==> src/rtl/goc_pkg.sv <==
package goc_pkg;

  // Strobes from control to datapath for one clock cycle
  typedef struct packed {
    logic loadGain;    // write the gain register
    logic loadOffset;  // write the offset register
    logic capture;     // take a new sample into stage one
    logic emit;        // move stage one into the output register
  } goc_strobe_t;

endpackage

==> src/rtl/goc_control.sv <==
module goc_control
  import goc_pkg::*;
(
  input  logic        clk,
  input  logic        rstN,
  input  logic        inValid,
  input  logic        regWrEn,
  input  logic        regWrSel,
  output goc_strobe_t strobe,
  output logic        outValid
);

  logic midValid;

  always_comb begin
    strobe.loadGain   = regWrEn && !regWrSel;
    strobe.loadOffset = regWrEn && regWrSel;
    strobe.capture    = inValid;
    strobe.emit       = midValid;
  end

  always_ff @(posedge clk) begin
    if (!rstN) begin
      midValid <= 1'b0;
      outValid <= 1'b0;
    end else begin
      midValid <= inValid;
      outValid <= midValid;
    end
  end


  mid_follows_in_chk: assert property (@(posedge clk) disable iff (!rstN)
    inValid |=> midValid);


  mid_idle_chk: assert property (@(posedge clk) disable iff (!rstN)
    !inValid |=> !midValid);


  out_follows_mid_chk: assert property (@(posedge clk) disable iff (!rstN)
    midValid |=> outValid);


  one_target_chk: assert property (@(posedge clk) disable iff (!rstN)
    $countones({strobe.loadGain, strobe.loadOffset}) <= 1);

endmodule

==> src/rtl/goc_datapath.sv <==
module goc_datapath
  import goc_pkg::*;
#(
  parameter int SAMPLE_W = 24,
  parameter int COEF_W   = 16,
  parameter int FRAC_W   = 15,
  parameter int OFF_SHIFT = 1,
  parameter logic [COEF_W-1:0] GAIN_RESET = 16'hA000,
  parameter logic [COEF_W-1:0] OFFSET_RESET = '0
) (
  input  logic                clk,
  input  logic                rstN,
  input  goc_strobe_t         strobe,
  input  logic [SAMPLE_W-1:0] inSample,
  input  logic [COEF_W-1:0]   regWrData,
  output logic [SAMPLE_W-1:0] outSample
);

  localparam int PROD_W = SAMPLE_W + COEF_W + 1;
  localparam logic signed [PROD_W-1:0] ROUND_BIAS = PROD_W'(1) << (FRAC_W - 1);
  localparam logic signed [PROD_W-1:0] SUM_MAX =
    {{(PROD_W-SAMPLE_W+1){1'b0}}, {(SAMPLE_W-1){1'b1}}};
  localparam logic signed [PROD_W-1:0] SUM_MIN =
    {{(PROD_W-SAMPLE_W+1){1'b1}}, {(SAMPLE_W-1){1'b0}}};
  localparam logic [SAMPLE_W-1:0] OUT_MAX = {1'b0, {(SAMPLE_W-1){1'b1}}};
  localparam logic [SAMPLE_W-1:0] OUT_MIN = {1'b1, {(SAMPLE_W-1){1'b0}}};

  logic [COEF_W-1:0]        gainReg;
  logic [COEF_W-1:0]        offsetReg;
  logic signed [PROD_W-1:0] prodQ;
  logic [COEF_W-1:0]        offsetSnap;

  logic signed [PROD_W-1:0] prodNext;
  logic signed [PROD_W-1:0] biased;
  logic signed [PROD_W-1:0] scaled;
  logic signed [PROD_W-1:0] offsetExt;
  logic signed [PROD_W-1:0] sumWide;
  logic [SAMPLE_W-1:0]      satNext;

  // Coefficient registers
  always_ff @(posedge clk) begin
    if (!rstN) begin
      gainReg   <= GAIN_RESET;
      offsetReg <= OFFSET_RESET;
    end else begin
      if (strobe.loadGain)   gainReg   <= regWrData;
      if (strobe.loadOffset) offsetReg <= regWrData;
    end
  end

  // Stage one: full-precision product, coefficient snapshot
  always_comb begin
    prodNext = $signed(inSample) * $signed({1'b0, gainReg});
  end

  always_ff @(posedge clk) begin
    if (!rstN) begin
      prodQ      <= '0;
      offsetSnap <= '0;
    end else if (strobe.capture) begin
      prodQ      <= prodNext;
      offsetSnap <= offsetReg;
    end
  end

  // Stage two: round, add weighted offset, clamp
  always_comb begin
    biased    = prodQ + ROUND_BIAS;
    scaled    = biased >>> FRAC_W;
    offsetExt = $signed({{(PROD_W-COEF_W){offsetSnap[COEF_W-1]}}, offsetSnap}) <<< OFF_SHIFT;
    sumWide   = scaled + offsetExt;
    if (sumWide > SUM_MAX)      satNext = OUT_MAX;
    else if (sumWide < SUM_MIN) satNext = OUT_MIN;
    else                        satNext = sumWide[SAMPLE_W-1:0];
  end

  always_ff @(posedge clk) begin
    if (!rstN)            outSample <= '0;
    else if (strobe.emit) outSample <= satNext;
  end


  clamp_high_chk: assert property (@(posedge clk) disable iff (!rstN)
    (strobe.emit && sumWide > SUM_MAX) |=> outSample == OUT_MAX);


  clamp_low_chk: assert property (@(posedge clk) disable iff (!rstN)
    (strobe.emit && sumWide < SUM_MIN) |=> outSample == OUT_MIN);


  snap_old_offset_chk: assert property (@(posedge clk) disable iff (!rstN)
    strobe.capture |=> offsetSnap == $past(offsetReg));


  gain_hold_chk: assert property (@(posedge clk) disable iff (!rstN)
    !strobe.loadGain |=> $stable(gainReg));


  offset_hold_chk: assert property (@(posedge clk) disable iff (!rstN)
    !strobe.loadOffset |=> $stable(offsetReg));

endmodule

==> src/rtl/gain_offset_corr.sv <==
module gain_offset_corr
  import goc_pkg::*;
#(
  parameter int SAMPLE_W = 24,
  parameter int COEF_W   = 16
) (
  input  logic                clk,
  input  logic                rstN,
  input  logic                inValid,
  input  logic [SAMPLE_W-1:0] inSample,
  input  logic                regWrEn,
  input  logic                regWrSel,
  input  logic [COEF_W-1:0]   regWrData,
  output logic                outValid,
  output logic [SAMPLE_W-1:0] outSample
);

  goc_strobe_t strobe;

  goc_control u_control (
    .clk      (clk),
    .rstN     (rstN),
    .inValid  (inValid),
    .regWrEn  (regWrEn),
    .regWrSel (regWrSel),
    .strobe   (strobe),
    .outValid (outValid)
  );

  goc_datapath #(
    .SAMPLE_W (SAMPLE_W),
    .COEF_W   (COEF_W)
  ) u_datapath (
    .clk       (clk),
    .rstN      (rstN),
    .strobe    (strobe),
    .inSample  (inSample),
    .regWrData (regWrData),
    .outSample (outSample)
  );


  idle_after_reset_chk: assert property (@(posedge clk)
    !rstN |=> !outValid);

endmodule

==> config.mk <==
export PLATFORM = sky130hd
export DESIGN_NAME = gain_offset_corr
export DESIGN_NICKNAME = d
export VERILOG_FILES = /design/src/rtl/goc_pkg.sv /design/src/rtl/goc_control.sv /design/src/rtl/goc_datapath.sv /design/src/rtl/gain_offset_corr.sv
export SDC_FILE = /design/constraint.sdc
export NUM_CORES = 1
export LEC_CHECK = 0
export BUFFER_PORTS_ARGS = -buffer_cell sky130_fd_sc_hd__clkbuf_2
export CORE_MARGIN = 2
export CORE_UTILIZATION = 30
export DETAILED_ROUTE_END_ITERATION = 8
export PLACE_DENSITY = 0.51
export SYNTH_ARGS = -nofsm -noshare
export SYNTH_HDL_FRONTEND = slang
export SYNTH_SLANG_ARGS = --single-unit
==> constraint.sdc <==
create_clock -name clk -period 7.9 [get_ports clk]
set_input_delay 1.185 -clock clk [delete_from_list [all_inputs] [get_ports clk]]
set_output_delay 1.185 -clock clk [all_outputs]
set_load 0.02 [all_outputs]
* Word level (Yosys, flattened, before mapping) *
Cells that the tools add are included.

storage, ports and cells
  memory bits (read-only) = 0
  logic and storage cells = 17
  bits in writable memories = 0
  input bits = 45
  flip-flop bits (word level) = 115
  memories = 0
  latch bits = 0

operators by class
  reduce and logical (&&, ||, !) cells = 3
  $add $sub $neg = 2
  multipliers = 1
  multiplexer cells = 2
  bitwise operators = 0
  magnitude comparators = 2
  divide/modulo/power cells = 0
  shift operators = 0
  equality and inequality tests = 0

operator list
  kind                    count
  $mux 24                 2
  $add 41x16->41 const B  1
  $gt 41x24->1 const B    1
  $lt 41x24->1 const B    1
  $mul 24x17->41          1
  $add 26x17->27          1
  $logic_and 1x1->1       2
  $logic_not 1->1         1

* Longest topological paths before layout *
Gate-level depths: netlist of the first run.

  depth after elaboration = 5
  depth in mapped cells = 24

* Hierarchy *
Synthesis of the first run repeated with hierarchy kept, for this count alone.

second synthesis, totals
  cells, all modules = 2114
  area, all modules = 19185.9 sq um

modules (own cells, without submodules)
  module        times used  sequential area each (sq um)  cells an instance  area each (sq um)
  goc_datapath  1           1981.9                        2106               19102.1
  goc_control   1           40.0                          8                  83.8

* Worst setup path after synthesis of the first run *
Ideal clock, no wire load.

  path kind = input port to flip-flop
  start = in inSample[5]
  end = reg u_datapath.prodQ[40]
  arrival = 6.988 ns
  required time = 7.778 ns
  library setup time = 0.122 ns
  slack = 0.790 ns
  stages on the path = 22
  cell sequence = clkbuf_1 > nand2_1 > fa_1 > inv_1 > fa_1 > inv_1 > fa_1 > inv_1 > fa_1 > fa_1 > inv_1 > fa_1 > inv_1 > ha_1 > a211oi_1 > o211ai_1 > a21oi_1 > a211oi_1 > o31ai_1 > o21ai_0 > or4b_1 > a311o_1

between the ends
  longest elaborated chain between the ends = 1

ends and longest elaborated chain
  what                  line                    RTL
  start, declared       gain_offset_corr.sv:10  input logic [SAMPLE_W-1:0] inSample,
  $mul 24x17->41        goc_datapath.sv:53      prodNext = $signed(inSample) * $signed({1'b0, gainReg});
  end signal, assigned  goc_datapath.sv:61      prodQ <= prodNext;
  end, declared         goc_datapath.sv:30      logic signed [PROD_W-1:0] prodQ;

No other way between the ends.
A chain may end at the register's enable or synchronous reset.

* Worst setup path in the final report of the first run *
  start = in inSample[6]
  end = reg u_datapath.prodQ[34]

Same word-level chain as after synthesis.

==> run summary, run 1 <==
CP top delay family: adder cells
Initial Utilization: 30.4%
port bufs: 69
CP endpoint: u_datapath.prodQ[34]
postcts setup bufs: 0
nets@finish: 2759
non-filler cells, final: 3064
ys async rst share: 0%
CTS H-tree depth: 3
DR WL met2: 27000 microns
Die Span Y: 257 microns
final instance area: 0.0208 sq mm
initial DRC count: 753
most frequent CP cell: fa_1
Worst-Skew Late Latency: 350 ps
DRC violations left: 0
hold_buf cts: 0
startpoint types: primary input
Remaining Overflow, GRT: 0
core area: 0.0632 sq mm
Syn Std Cell Area: 0.0192 sq mm
crit path time final: 7290 ps
Power per Cell Area: 205 mW/mm^2
Crit. Startpoint: inSample[6]
LEAKAGE: 0.0102 uW
HP Class: reg -> reg
Gate Count Post-Synth: 2184
cts repair resizes: 0
Net Count, Synth: 2730
RSZ-0062 raised after global routing: false
Clk pwr share: 10.1%
hold depth: 2
antenna cells: 0
synth warn: 0
first-pass GRT wire length: 85200 microns
#FFs+latches synth: 101
placed cell areas: 0.0205 sq mm
vias in the first global route: 16000
Reg clk slew, reported paths: 70 ps
Slew Viols, Final: 0
Setup Skew: 8.74 ps
RD Place Congestion: 0.862
main flop type after synthesis: dfxtp_1
# setup viols final: 0
normalized max-slew margin: 30.8%
sequential share of the synthesized area: 10.5%
R2R cell count: 23
Fin. Hold Viols: 0
CP Class: in -> reg
VDD IR max: 0.000152 V
number of flops mapped to enable cells by yosys: 0
Worst Path Required: 8130 ps
clk buf depth: 2
mean post-synth cell area: 8.79 sq um
# rows: 92
Placed Cells: 3048
commonest non-fill, non-tap cells in the layout: 455 x inv_1, 376 x fa_1, 356 x nand2_1
internal power: 2120 uW
reg2reg end: u_datapath.prodQ[34]
r2r setup slk: 820 ps
Core Util, Final: 32.9%
largest net degree at the start of global routing: 84
HPWL after DPL: 42900 microns
crit-path cells: clkbuf_2 -> and2_1 -> fa_1 -> inv_1 -> fa_1 -> fa_1 -> inv_1 -> fa_1 -> fa_1 -> inv_1 -> fa_1 -> inv_1 -> ha_1 -> nand2_1 -> a211oi_1 -> a211oi_1 -> nor2_1 -> a2111oi_0 -> buf_4 -> o211ai_1 -> a31oi_1 -> xor2_1 -> o21ai_0
vias per std cell: 4.67
M1 WL: 21800 microns
CTS Root Cell: clkbuf_16
Reg power frac: 15.6%
cell taking the most area after synthesis: fa_1
share of layout cells above drive strength 1: 7.21%
clk sinks: 101
Fmax: 0.137 GHz
Critical Path AT: 7510 ps
post-synth top area share: 39.2%
fillcell total: 6625
initial antenna violation count: 1
commonest non-fill, non-tap cell in the layout: inv_1
slowest stage delay, CP: 590 ps
DRT antenna net count: 0
Crit path buffers/inverters: 6
Worst path depth: 23
TritonCTS clock tree: yes
Crit. End Element: flop
synth-to-layout area growth: 8.46%
setup TNS: 0 ps
Pre-Repair DR Iteration Count: 5
switch share: 50.4%
drt total wl: 51100 microns
wire length on met3: 1380 microns
top post-synthesis cells by area: fa_1 39%, dfxtp_1 11%, inv_1 8.9%
Final period util: 92.2%
combinational power share: 74.3%
slowest CP cell: a211oi_1
Top Ports: 70
TritonCTS buffer count: 9
via count: 14300
R2R Path Start: u_datapath.gainReg[5]
Hold WS: 464 ps
NetSw: 2150 uW
Crit Path Max Fanout: 16
GR Util All Layers: 16.1%
max layer used: met4
Synth cell types: 68
die area: 0.0660 sq mm
status: complete, no violations
Die W: 257 microns
worst slew pin tran: 1040 ps
drt wl/cell: 16.7 microns
max-cap violations: 0
## final cells by class
| cell class | instances | area, sq um | area share [%] |
|---|---|---|---|
| inverter | 455 | 1710 | 8.21 |
| timing repair buffer | 108 | 638 | 3.07 |
| multi-input combinational | 1538 | 15100 | 72.6 |
| tap | 846 | 1060 | 5.09 |
| sequential | 101 | 2020 | 9.71 |
| clock buffer | 11 | 243 | 1.17 |
| clock inverter | 5 | 42.5 | 0.204 |
## worst min path at each step
| stage | from | to | slack (ps) |
|---|---|---|---|
| 2_1_floorplan | u_datapath.offsetReg[0] | u_datapath.offsetReg[0] | 440 |
| 3_3_place_gp | u_datapath.offsetReg[6] | u_datapath.offsetReg[6] | 450 |
| 3_5_place_dp | u_datapath.offsetReg[11] | u_datapath.offsetReg[11] | 460 |
| 4_1_cts | u_datapath.offsetReg[11] | u_datapath.offsetReg[11] | 470 |
| 5_1_grt | u_datapath.offsetReg[10] | u_datapath.offsetReg[10] | 490 |
| 6_report | u_datapath.offsetReg[11] | u_datapath.offsetReg[11] | 460 |
## power groups by stage
stage	registers, uW	logic, uW	clock network [uW]
2_1_floorplan	661	2390	0
3_3_place_gp	676	3190	0
3_5_place_dp	679	3210	0
4_1_cts	668	3230	444
5_1_grt	681	3660	463
6_report	668	3170	431
## flip-flops by register name (all words and copies together) (netlist names)
signal	count
u_control.midValid	1
u_control.outValid	1
u_datapath.prodQ	27
u_datapath.offsetReg	16
u_datapath.outSample	24
u_datapath.offsetSnap	16
u_datapath.gainReg	16
## worst reg2reg max path, stage by stage (launching register included)
cell	delay [ps]
dfxtp_1	830
buf_4	300
and2_1	160
fa_1	410
inv_1	90
fa_1	460
fa_1	530
inv_1	50
fa_1	460
fa_1	550
inv_1	60
fa_1	520
inv_1	40
ha_1	370
nand2_1	90
a211oi_1	50
a211oi_1	590
nor2_1	200
a2111oi_0	440
buf_4	200
o211ai_1	120
a31oi_1	190
xor2_1	160
o21ai_0	80
## logic make-up (layout without fill, tap and decap cells)
logic type               Yosys count  in the layout  synth area share (%)
multiplexers                      30             30                  1.57
flip-flops                       101            101                  10.5
buffers and inverters            545            579                  10.8
AND/OR/NAND/NOR                  681            681                  17.2
AO/OA/AOI/OAI                    256            256                  9.32
XOR/XNOR                          70             70                  3.19
adder cells (fa/ha/maj)          501            501                  47.4
## layer usage
layer	global-route usage, %	up-vias
met5	0	-
met1	19.9	7314
met3	1.21	50
li1	-	6683
met4	3.42	0
met2	30.5	249
## synth_stat cells (3+ instances only)
cell        n
nor3_1      8
a21o_1     27
or2_2       3
a21oi_2    20
a21boi_0   32
a211o_1     4
o21a_1      6
xor2_1     24
nor2_1     33
o21ai_1     3
buf_1       4
o31ai_1     3
nand2b_1   10
nand4_1     9
xnor2_1    46
and4_1      7
a21oi_1    49
o211ai_1   10
o21ai_0    49
clkbuf_1   82
fa_1      376
nand3b_1   12
dfxtp_1   101
o21bai_1    8
inv_1     455
a211oi_1   11
a31oi_1     4
mux2i_1    29
ha_1      125
nand3_1    20
and3_1     16
o211a_1     3
nor2b_1    32
nand2_1   356
and2_1    164
## per-stage QoR
step           total power [uW]  setup slack (ps)
2_1_floorplan              3050               790
3_3_place_gp               3860               264
3_5_place_dp               3890               300
4_1_cts                    4340               638
5_1_grt                    4800               210
6_report                   4270               614
(Power assumes the default switching activity.)
==> inputs of run 2 (changes only) <==
REMOVE_ABC_BUFFERS = 1   (was unset)
==> run 2 against run 1 <==
Net effect: power increased by 1.2%; non-clock buffer count down 1; core utilization about the same; first-iteration DRC count decreased by 23%; register-to-register slack got worse by 240 ps; die area unchanged; sequential power about the same; hold slack improved by 3.4 ps; cell count barely moved; highest routed layer is now met5.
==> run summary, run 2 (same netlist as run 1, synthesis figures left out) <==
status: complete, no violations
VDD IR max: 0.000151 V
most frequent CP cell: fa_1
largest registers: u_datapath.prodQ: 27 flops, u_datapath.outSample: 24 flops
HPWL after DPL: 42700 microns
Crit. End Element: flop
# rows: 92
RD Place Congestion: 0.830
DRT antenna net count: 0
setup TNS: 0 ps
Min-Delay Endpoint: u_datapath.offsetReg[1]
cts repair resizes: 0
vias in the first global route: 16100
vias per std cell: 4.66
slowest stage delay, CP: 620 ps
drt total wl: 51600 microns
Largest register FFs: 27
LEAKAGE: 0.0102 uW
via count: 14300
Placed Cells: 3047
Final period util: 95.3%
hold depth: 2
Fmax: 0.133 GHz
final instance area: 0.0208 sq mm
max-cap violations: 0
commonest non-fill, non-tap cell in the layout: inv_1
area of the multi-input gates: 0.0151 sq mm
die area: 0.0660 sq mm
crit-path cells: clkbuf_2 -> buf_4 -> and2_1 -> fa_1 -> inv_1 -> fa_1 -> fa_1 -> inv_1 -> fa_1 -> fa_1 -> inv_1 -> fa_1 -> inv_1 -> ha_1 -> nand2_1 -> a211oi_1 -> a211oi_1 -> nor2_1 -> a2111oi_0 -> buf_4 -> o211ai_1 -> a31oi_1 -> xor2_1 -> o21ai_0
# setup viols final: 0
core area: 0.0632 sq mm
commonest non-fill, non-tap cells in the layout: 455 x inv_1, 376 x fa_1, 356 x nand2_1
CTS H-tree depth: 3
Pre-Repair DR Iteration Count: 5
DRC violations left: 0
synth-to-layout area growth: 8.32%
crit path time final: 7530 ps
postcts setup bufs: 0
CTS Root Cell: clkbuf_16
slowest CP cell: a2111oi_0
port bufs: 69
initial antenna violation count: 4
HP Class: reg -> reg
clk buf depth: 2
normalized max-slew margin: 37.3%
Hold Startpoint: u_datapath.offsetReg[1]
Setup Skew: 8.99 ps
r2r setup slk: 580 ps
non-filler cells, final: 3062
largest register by flop count: u_datapath.prodQ
worst slew pin tran: 940 ps
nets@finish: 2758
Worst Path Required: 8130 ps
Critical Path AT: 7760 ps
Slew Viols, Final: 0
R2R Path Start: u_datapath.gainReg[7]
Remaining Overflow, GRT: 0
Reg clk slew, reported paths: 70 ps
placed cell areas: 0.0205 sq mm
Power per Cell Area: 208 mW/mm^2
startpoint types: primary input
Storage cell area: 0.00202 sq mm
first-pass GRT wire length: 87800 microns
TritonCTS clock tree: yes
drt wl/cell: 16.9 microns
Die W: 257 microns
fillcell total: 6649
hold_buf cts: 0
Initial Utilization: 30.4%
reg2reg end: u_datapath.prodQ[34]
Fin. Hold Viols: 0
clk sinks: 101
share of layout cells above drive strength 1: 7.08%
largest net degree at the start of global routing: 79
antenna cells: 0
Die Span Y: 257 microns
Worst-Skew Late Latency: 360 ps
CP Class: in -> reg
R2R cell count: 23
GR Util All Layers: 16.6%
Top Ports: 70
RSZ-0062 raised after global routing: false
initial DRC count: 580
overall power: 4320 uW
TritonCTS buffer count: 9
Crit Path Max Fanout: 9
Core Util, Final: 32.9%
run 2: changes by cell type in the layout (fill, tap and decap cells not counted):
cell	delta
buf_4	-1
clkbuf_1	+1
clkbuf_8	-1
clkinv_4	-2
clkinvlp_4	+1
run 2: how the worst max path moves through the flow:
stage,start,endpoint,slack (ps),cells after the start
floorplan,inSample[8],u_datapath.prodQ[40],1040,20
global placement,inSample[6],u_datapath.prodQ[33],180,24
detailed placement,inSample[6],u_datapath.prodQ[34],70,24
CTS,inSample[6],u_datapath.prodQ[34],430,24
global route,inSample[6],u_datapath.prodQ[34],110,24
finish,inSample[6],u_datapath.prodQ[34],370,24
run 2: cell type report:
class	count	share of cell area, %
clock buffer	11	1.12
timing repair buffer	107	3.03
tap	846	5.09
inverter	455	8.22
multi-input combinational	1538	72.7
clock inverter	4	0.157
sequential	101	9.73
run 2: metrics by stage:
stage	hold slack (ps)	worst slack (ps)
2_1_floorplan	443	1040
3_3_place_gp	455	179
3_5_place_dp	464	70.9
4_1_cts	474	428
5_1_grt	496	113
6_report	467	373
run 2: power breakdown:
| part | switching, uW | internal (uW) |
|---|---|---|
| combinational | 1910 | 1320 |
| sequential | 85.9 | 583 |
| clock | 211 | 215 |
run 2: worst max-delay path: cells and delay by family:
family                     cells  cell delay (ps)
adders and majority gates      7             3480
AOI/OAI and AO/OA              6             1630
buffers and inverters          7              860
and+or+nand+nor                3              430
xor gates and xnor gates       1              170
run 2: routing by layer:
layer | part of all wire [%] | up-vias | wire (microns) | global-route usage [%]
met5 | 0.099 | - | 51 | 0
met4 | 1.8 | 8 | 924 | 3.21
met3 | 3.1 | 54 | 1590 | 1.72
met2 | 52 | 195 | 27000 | 30.8
met1 | 43 | 7327 | 22100 | 20.8
li1 | - | 6690 | - | -
